[src/rtl/cascade_timer.sv]
module cascade_timer #(
  parameter logic [3:0] BLK_ADDR   = 4'h7,
  parameter logic [3:0] SUB_MODE   = 4'h3,
  parameter logic [3:0] SUB_CMP_LO = 4'h4,
  parameter logic [3:0] SUB_CMP_HL = 4'h5,
  parameter logic [3:0] SUB_CMP_HH = 4'h6
) (
  input  logic       clk,
  input  logic       rst_n,
  input  logic       wr_en,
  input  logic [3:0] wr_addr,
  input  logic [3:0] wr_sub,
  input  logic [3:0] wr_data,
  input  logic       cnt_en,
  input  logic [1:0] ctr_mode,
  input  logic [2:0] out_mode,
  output logic       tog,
  output logic       next_ce,
  output logic       irq
);
  localparam int LO_W   = 4;
  localparam int HI_W   = 8;
  localparam int FULL_W = LO_W + HI_W;

  logic [3:0]        mode_q;
  logic [LO_W-1:0]   cmp_lo;
  logic [HI_W-1:0]   cmp_hi;
  logic [LO_W-1:0]   lo_q;
  logic [HI_W-1:0]   hi_q;

  wire blk_sel = wr_en && (wr_addr == BLK_ADDR);
  wire cmp_wr  = blk_sel && (wr_sub == SUB_CMP_LO || wr_sub == SUB_CMP_HL || wr_sub == SUB_CMP_HH);

  wire ovf_tg = mode_q[3];
  wire cmp_tg = mode_q[2];
  wire clr_m  = mode_q[1];
  wire int_en = mode_q[0];

  wire joined = ctr_mode[1];
  wire presc  = (ctr_mode == 2'd1);
  wire bypass = presc && (cmp_lo == '0);

  wire [FULL_W-1:0] full = {hi_q, lo_q};

  wire lo_evt    = cnt_en && (lo_q == cmp_lo) && !cmp_wr;
  wire hi_tick   = joined ? cnt_en : (presc ? (bypass ? cnt_en : lo_evt) : cnt_en);
  wire stage_out = joined ? (cnt_en && (&lo_q)) : (presc ? hi_tick : lo_evt);

  wire m_evt = hi_tick && !cmp_wr && (joined ? (full == {cmp_hi, cmp_lo}) : (hi_q == cmp_hi));
  wire o_evt = hi_tick && (joined ? (&full) : (&hi_q));

  wire src  = (out_mode == 3'd7 && cmp_tg) ? m_evt : (ovf_tg ? o_evt : m_evt);
  wire flip = (ovf_tg && o_evt) || (cmp_tg && m_evt);

  always_ff @(posedge clk) begin
    if (!rst_n) begin
      mode_q <= 4'h0;
      cmp_lo <= '1;
      cmp_hi <= '1;
    end else if (blk_sel) begin
      if (wr_sub == SUB_MODE)   mode_q      <= wr_data;
      if (wr_sub == SUB_CMP_LO) cmp_lo      <= wr_data;
      if (wr_sub == SUB_CMP_HL) cmp_hi[3:0] <= wr_data;
      if (wr_sub == SUB_CMP_HH) cmp_hi[7:4] <= wr_data;
    end
  end

  always_ff @(posedge clk) begin
    if (!rst_n) begin
      lo_q <= '0;
      hi_q <= '0;
    end else if (joined) begin
      if (cnt_en) {hi_q, lo_q} <= (m_evt && clr_m) ? '0 : full + 1'b1;
    end else begin
      if (cnt_en)  lo_q <= lo_evt ? '0 : lo_q + 1'b1;
      if (hi_tick) hi_q <= (m_evt && clr_m) ? '0 : hi_q + 1'b1;
    end
  end

  always_ff @(posedge clk) begin
    if (!rst_n) begin
      tog     <= 1'b0;
      next_ce <= 1'b0;
      irq     <= 1'b0;
    end else begin
      tog     <= tog ^ flip;
      next_ce <= stage_out;
      irq     <= int_en && src;
    end
  end
endmodule


[config.mk]
export PLATFORM = sky130hd
export DESIGN_NAME = cascade_timer
export DESIGN_NICKNAME = d
export VERILOG_FILES = /design/src/rtl/cascade_timer.sv
export SDC_FILE = /design/constraint.sdc
export NUM_CORES = 1
export LEC_CHECK = 0
export BUFFER_PORTS_ARGS = -buffer_cell sky130_fd_sc_hd__buf_2
export CAP_MARGIN = 20
export CELL_PAD_IN_SITES_DETAIL_PLACEMENT = 0
export CELL_PAD_IN_SITES_GLOBAL_PLACEMENT = 1
export CORE_MARGIN = 1
export CORE_UTILIZATION = 30
export DETAILED_ROUTE_END_ITERATION = 6
export HOLD_SLACK_MARGIN = 0.1
export PLACE_DENSITY_LB_ADDON = 0.1
export SLEW_MARGIN = 5
export SYNTH_ARGS = -nofsm -noshare
export SYNTH_HDL_FRONTEND = slang
export SYNTH_SLANG_ARGS = --single-unit
[constraint.sdc]
create_clock -name clk -period 5.9 [get_ports clk]
set_clock_uncertainty 0.1 [all_clocks]
set_input_delay 0.59 -clock clk [delete_from_list [all_inputs] [get_ports clk]]
set_output_delay 0.59 -clock clk [all_outputs]
set_load 0.01 [all_outputs]
==> out/qor.csv, run 1 <==
stage,metric,value,unit
outcome,status,finished clean,
logic_synthesis,post-synthesis mux area share,10.4,%
worst_setup_path,CP Class,reg -> reg,
worst_setup_path,CP max stage cell,or4_1,
power,sequential share of power,52.1,%
floorplanning,Cell Rows,26,
worst_setup_path,CP cell instances,"xor2_1, nor4_4, a21oi_2, or4_1, a21oi_1",
worst_setup_path,Critical Path Start,lo_q[0],
worst_setup_path,"Data arrival, critical path",2.23,ns
power,switch share,23.7,%
sta,crit share post-route,36.1,%
placed_design,GP Congestion,0.722,
route,vias,1422,
logic_synthesis,Cells after Synth,185,
power,Logic pwr share,7.4,%
logic_synthesis,Synth cell types,32,
sta,minimum clock period,2.13,ns
power,Worst VDD drop,0.107,mV
route,DRC errors left,0,
logic_synthesis,Post-synth EDFFs,0,
clocking,# resized after CTS,0,
finish,Fillers,555,
worst_setup_path,FF-to-FF End,hi_q[5],
power,P per Cell Area,217,nW/um2
clocking,TritonCTS clock tree,built,
placed_design,number of buffers added on ports,23,
logic_synthesis,ys async rst share,0,%
sta,RSZ-0062 raised after global routing,false,
logic_synthesis,"Seq/Total Area, Yosys",37.9,%
global_routing,vias in the first global route,1519,
clocking,hold buffer count at CTS,0,
floorplanning,Initial Util,31.6,%
clocking,clk sinks,31,
logic_synthesis,combinational family with the most area after synthesis,simple AND/OR/NAND/NOR gates,
finish,Post-Layout Inst Area,1900,um2
logic_synthesis,Syn Area/Cell,8.85,um2
logic_synthesis,Yosys top cell area share,37.9,%
clocking,clk buf depth,2,
route,Vias/cell,5.08,
sta,Hold Fails Final Rpt,0,
floorplanning,Core Region,5170,um2
finish,share of cells above drive strength 1,18.1,%
power,Pint,314,uW
floorplanning,full die area,5750,um2
logic_synthesis,Ys Warns,0,
sta,# setup viols final,0,
job,max cap viols,0,
worst_setup_path,CP Max Fanout,14,
finish,Area Growth Syn to Fin,16.1,%
min_path,HP Class,reg -> reg,
floorplanning,I/O pins,24,
global_routing,Tot GR Track Use,17.1,%
placed_design,DP Area,1810,um2
sta,Peak Freq,0.469,GHz
clocking,H-Tree Depth,2,
floorplanning,Die Width,75.9,um
global_routing,initial antenna violation count,0,
clocking,number of setup buffers added after CTS,0,
logic_synthesis,ys flop type,dfxtp_1,
worst_setup_path,Worst Reg2Reg Path Length in Cells,5,
sta,Slew @ Worst Pin,0.734,ns
power,clock network fraction of total power,40.5,%
route,router iterations before antenna repair,4,
worst_setup_path,Setup crit end,hi_q[5],
logic_synthesis,Synth Area in Compound Gates,13.8,%
worst_setup_path,worst reg-to-reg setup slack,3.77,ns
finish,ant diodes,0,
route,ANT nets after route,0,
global_routing,pin count of the biggest net entering global routing,22,
floorplanning,die height,75.9,um
logic_synthesis,synth top area cells,"dfxtp_1 (38%), mux2i_1 (10%), xor2_1 (8.0%)",
route,drt initial violations,91,
logic_synthesis,Post-Synth Simple-Gate Area,25.8,%
sta,Setup TNS Final,0,ns
logic_synthesis,Syn Nets,208,
finish,post-route core utilization,36.7,%
route,drt wl/cell,15.3,um
power,Leak,0.650,nW
worst_setup_path,r2r startpoint,lo_q[0],
route,final WL,4290,um
clocking,Num CTS Buffers,5,
logic_synthesis,post-synthesis xor/xnor area fraction,8.03,%
clocking,clock latency on the worst-skew pair,0.27,ns
global_routing,first-pass GRT wire length,7190,um
worst_setup_path,Critical Path End Type,flip-flop,
clocking,clock slew seen by the registers of the worst setup and hold paths,0.07,ns
finish,Final #Nets,233,
sta,Max Slew Vio Count,0,
worst_setup_path,WP data required,6.00,ns
power,switching pwr,97.8,uW
global_routing,GRT overflow,0,
sta,worst rel slew slack,50.7,%
logic_synthesis,area of the mapped netlist,1640,um2
logic_synthesis,Synth Register Bits,31,
worst_setup_path,CP Launch Type,flip-flop,
clocking,Root Driver,clkbuf_8,
placed_design,Post-DP HPWL,3300,um
logic_synthesis,cell taking the most area after synthesis,dfxtp_1,
logic_synthesis,fraction of the mapped netlist area in adder cells,1.53,%
worst_setup_path,"slowest stage delay, CP",0.54,ns
registers in the layout, indices dropped and copies added, names as in the netlist:
register  cells
cmp_hi        8
hi_q          8
cmp_lo        4
lo_q          4
mode_q        4
irq           1
next_ce       1
tog           1
worst min path at each step:
| stage | slack (ns) | to | cells past startpoint | startpoint |
|---|---|---|---|---|
| after floorplan | 0.31 | irq | 2 | mode_q[0] |
| after global placement | 0.34 | irq | 2 | mode_q[0] |
| after detailed placement | 0.33 | irq | 2 | mode_q[0] |
| after CTS | 0.34 | irq | 2 | mode_q[0] |
| after global routing | 0.38 | irq | 2 | mode_q[0] |
| final | 0.34 | irq | 2 | mode_q[0] |
cells in the final DEF, fill, tap and decap left out, types with 3 or more instances in the layout:
cell type	count
nor4_1	3
buf_2	23
dfxtp_1	31
xor2_1	15
nand3_1	13
nor2_1	5
a21oi_1	13
or4_1	5
nand4_1	7
mux2i_1	17
o21ai_0	5
clkbuf_8	6
o31ai_1	5
inv_1	4
nor3_1	4
a211oi_1	3
nand2_1	25
and3_1	3
or3_1	4
through the flow:
stage	hold WS, ns	setup slack, ns	instances	power [mW]
2_1_floorplan	0.311	3.94	185	0.236
3_3_place_gp	0.339	3.69	273	0.249
3_5_place_dp	0.328	3.62	273	0.250
4_1_cts	0.341	3.75	280	0.420
5_1_grt	0.383	3.59	280	0.435
6_report	0.340	3.77	280	0.412
logic make-up (layout without fill, tap and decap cells):
group	after synthesis	after routing
buffers and inverters	9	34
and+or+nand+nor	76	76
AOI/OAI and AO/OA	35	35
adders and majority gates	2	2
muxes	17	17
DFF	31	31
xor gates and xnor gates	15	15
routing by layer:
metal	share of wire, %	vias to the layer above	GRT usage [%]
met5	0	-	0
met4	1.2	0	5.76
met3	4.0	6	4.63
met2	48	19	29.4
met1	46	668	20.6
li1	-	729	-
layout make-up:
| cell class | count | area, um2 | share of cell area, % |
|---|---|---|---|
| clock buffer | 6 | 82.6 | 4.34 |
| timing repair buffer | 23 | 115 | 6.06 |
| clock inverter | 1 | 5.00 | 0.263 |
| sequential | 31 | 621 | 32.7 |
| tap | 70 | 87.6 | 4.61 |
| inverter | 4 | 15.0 | 0.790 |
| multi-input combinational | 145 | 975 | 51.3 |
power groups by stage:
| stage | Clock (mW) | Combinational, mW | Sequential (mW) |
|---|---|---|---|
| after floorplan | 0 | 0.0174 | 0.218 |
| after global placement | 0 | 0.0301 | 0.219 |
| after detailed placement | 0 | 0.0307 | 0.219 |
| after CTS | 0.175 | 0.0308 | 0.215 |
| after global routing | 0.186 | 0.0345 | 0.215 |
| final | 0.167 | 0.0306 | 0.215 |
cell usage after synthesis (4+ instances only):
library cell,n
o21ai_0,5
inv_1,4
nand2_1,25
o31ai_1,5
nor2_1,5
or3_1,4
xor2_1,15
nor3_1,4
mux2i_1,17
nand4_1,7
nand3_1,13
a21oi_1,13
clkbuf_1,4
or4_1,5
dfxtp_1,31
worst max-delay path, delay by kind of cell, from the launching register on:
family	cells	cell delay (ns)
AO/OA/AOI/OAI	2	0.40
XOR/XNOR	1	0.14
flip-flops	1	0.44
AND/OR/NAND/NOR	2	0.99
Note: power is estimated with default switching activity, not from simulation.
==> run 2: changes to the inputs <==
Settings changed: ABC_AREA set to 1.
Clock period 5.9 ns to 1.8 ns, I/O delays scaled along.
==> run 2 against run 1 <==
Against the previous run:
- core utilization grew 2.8 points
- first-iteration DRC count shrank 21%
- critical path depth grew 4
- wire length shrank 12%
- clock-buffer cell count is the same
- clock power grew to 4.3 times the previous value
- die area grew 1.2%
- synthesized cell count grew 21%
- sequential share of layout area shrank 2.3 points
- cell area grew 8.3%
- combinational power grew to 3.9 times the previous value
- critical path type unchanged
- largest power group is now clock
- highest routed layer unchanged
==> out/qor.csv, run 2 <==
stage,metric,value,unit
outcome,status,finished clean,
logic_synthesis,most frequent cell after synthesis,nand2_1,
route,drt wl/cell,11.3,um
logic_synthesis,area of the mapped netlist,1660,um2
logic_synthesis,post-synthesis mux area share,0,%
floorplanning,Die Width,76.3,um
logic_synthesis,Syn Area/Cell,7.40,um2
worst_setup_path,Worst Reg2Reg Path Length in Cells,9,
power,Worst VDD drop,0.305,mV
worst_setup_path,WP data required,1.88,ns
floorplanning,die height,76.3,um
logic_synthesis,ys flop type,dfxtp_1,
job,max cap viols,0,
worst_setup_path,FF-to-FF End,hi_q[3],
floorplanning,Initial Util,31.8,%
placed_design,DP Area,1920,um2
sta,worst rel slew slack,72.9,%
finish,"most common cell after layout, fill and taps aside",nand2_1,
sta,Peak Freq,0.602,GHz
logic_synthesis,Post-Synth Simple-Gate Area,32.1,%
logic_synthesis,Yosys top cell area share,37.5,%
finish,Area Growth Syn to Fin,24.2,%
worst_setup_path,"slowest stage delay, CP",0.45,ns
clocking,clk sinks,31,
logic_synthesis,ys async rst share,0,%
sta,Slew @ Worst Pin,0.403,ns
power,P per Cell Area,752,nW/um2
clocking,Root Driver,clkbuf_8,
route,router iterations before antenna repair,4,
logic_synthesis,Syn Nets,247,
logic_synthesis,Cells after Synth,224,
placed_design,GP Congestion,0.721,
clocking,clk buf depth,2,
global_routing,Tot GR Track Use,14.5,%
finish,share of cells above drive strength 1,24.2,%
worst_setup_path,Critical Path End Type,flip-flop,
clocking,TritonCTS clock tree,built,
global_routing,vias in the first global route,1358,
logic_synthesis,Ys Warns,0,
logic_synthesis,synth cell count leaders,"nand2_1 (52), dfxtp_1 (31), inv_1 (21), nor2_1 (19), nand3_1 (16)",
finish,most frequent cells in the layout,"nand2_1 (52), dfxtp_1 (28), buf_2 (23)",
clocking,Num CTS Buffers,5,
worst_setup_path,r2r startpoint,hi_q[1],
sta,# setup viols final,0,
placed_design,number of buffers added on ports,23,
power,Leak,0.887,nW
sta,Hold Fails Final Rpt,0,
floorplanning,Cell Rows,26,
route,Vias/cell,4.39,
logic_synthesis,"Seq/Total Area, Yosys",37.5,%
floorplanning,I/O pins,24,
sta,Max Slew Vio Count,0,
worst_setup_path,CP Max Fanout,7,
route,vias,1466,
global_routing,first-pass GRT wire length,6420,um
clocking,clock latency on the worst-skew pair,0.29,ns
route,drt initial violations,72,
logic_synthesis,Synth cell types,29,
sta,crit share post-route,92.2,%
worst_setup_path,WP buf/inv,0,
global_routing,initial antenna violation count,0,
route,ANT nets after route,0,
worst_setup_path,CP Class,reg -> reg,
worst_setup_path,worst reg-to-reg setup slack,0.14,ns
finish,Final #Nets,286,
worst_setup_path,"Data arrival, critical path",1.74,ns
worst_setup_path,Setup crit end,hi_q[3],
route,final WL,3780,um
clocking,number of setup buffers added after CTS,0,
sta,minimum clock period,1.66,ns
global_routing,pin count of the biggest net entering global routing,16,
logic_synthesis,fraction of the mapped netlist area in adder cells,1.51,%
placed_design,Post-DP HPWL,3040,um
clocking,clock slew seen by the registers of the worst setup and hold paths,0.07,ns
route,DRC errors left,0,
sta,Setup TNS Final,0,ns
clocking,H-Tree Depth,2,
worst_setup_path,crit-path most repeated cell,nor2_1,
finish,biggest regs,"cmp_hi (8), hi_q (8)",
worst_setup_path,CP cell instances,"xnor2_1, nand2_1, nor2_1, nand3_1, nor2_1, and2_1, nand2_2, nand2_4, nor2_1",
logic_synthesis,post-synthesis xor/xnor area fraction,10.6,%
sta,RSZ-0062 raised after global routing,false,
worst_setup_path,"delay-heaviest family, CP",simple AND/OR/NAND/NOR gates,
finish,ant diodes,0,
logic_synthesis,synth top area cells,"dfxtp_1 (37%), nand2_1 (12%), xnor2_1 (6.3%)",
logic_synthesis,combinational family with the most area after synthesis,simple AND/OR/NAND/NOR gates,
floorplanning,full die area,5820,um2
floorplanning,Core Region,5200,um2
worst_setup_path,Crit path depth,9,
worst_setup_path,CP max stage cell,dfxtp_1,
worst_setup_path,CP Launch Type,flip-flop,
finish,Post-Layout Inst Area,2060,um2
logic_synthesis,Post-synth EDFFs,0,
logic_synthesis,cell taking the most area after synthesis,dfxtp_1,
global_routing,GRT overflow,0,
min_path,HP Class,in -> reg,
logic_synthesis,Synth Register Bits,31,
worst_setup_path,Critical Path Start,hi_q[1],
logic_synthesis,Synth Area in Compound Gates,11.5,%
run 2: cell count changes in the layout (fill, tap and decap cells not counted), sizes merged, moves of 5 or more:
cell,change
nand2,+32
inv,+20
nor2,+20
mux2i,-17
xnor2,+12
buf,+11
o211ai,+10
xor2,-7
o31ai,-5
or4,-5
run 2: repair_timing:
item | CTS | global route
hold buffers | 1 | 0
endpoints found under the setup margin | 0 | 11
gates resized for setup | 0 | 4
hold endpoints to repair | 1 | 0
run 2: layer usage:
metal	share of wire (%)	routed length (um)	GRT usage (%)	vias up
met4	1.6	60	6.92	0
met3	3.2	119	3.71	5
met2	43	1630	22.3	24
met5	0	0	0	-
li1	-	-	-	808
met1	52	1970	18.8	629
run 2: power by group:
group / total (mW) / internal (mW) / switching, mW
registers: 0.704 / 0.694 / 0.0100
logic: 0.120 / 0.0487 / 0.0712
clock network: 0.723 / 0.448 / 0.275
run 2: worst min-delay path: cells and delay by family:
family / cells / cell delay (ns)
compound gates: 1 / 0.12
buf+inv: 2 / 0.15
run 2: stage by stage:
stage	cells	utilization, %	hold slack, ns	setup slack [ns]	total power, mW
after detailed placement	325	36.9	0.320	0.0408	0.839
after global placement	325	36.9	0.315	0.0346	0.839
after CTS	334	39.4	0.102	0.0280	1.57
after global routing	334	39.5	0.114	0.00920	1.62
final	334	39.5	0.101	0.140	1.55
after floorplan	224	-	0.210	0.291	0.785
run 2: cell families after synthesis:
group                      count (synthesis)
and+or+nand+nor                          112
AOI/OAI and AO/OA                         31
DFF                                       31
buffers and inverters                     28
xor gates and xnor gates                  20
adders and majority gates                  2
run 2: final cells by class:
class / count / area, um2
fill: 570 / 3150
inverter: 25 / 93.8
clock buffer: 6 / 82.6
multi-input combinational: 165 / 927
sequential: 31 / 624
clock inverter: 2 / 35.0
timing repair buffer: 35 / 208
tap: 70 / 87.6
run 2: worst min path at each step:
stage	slack [ns]	startpoint	cells past startpoint	endpoint
6_report	0.10	wr_data[3]	3	mode_q[3]
5_1_grt	0.11	wr_data[3]	3	mode_q[3]
4_1_cts	0.10	cnt_en	3	next_ce
3_5_place_dp	0.32	wr_data[1]	3	cmp_lo[1]
3_3_place_gp	0.32	wr_data[1]	3	cmp_lo[1]
2_1_floorplan	0.21	wr_data[1]	2	cmp_lo[1]
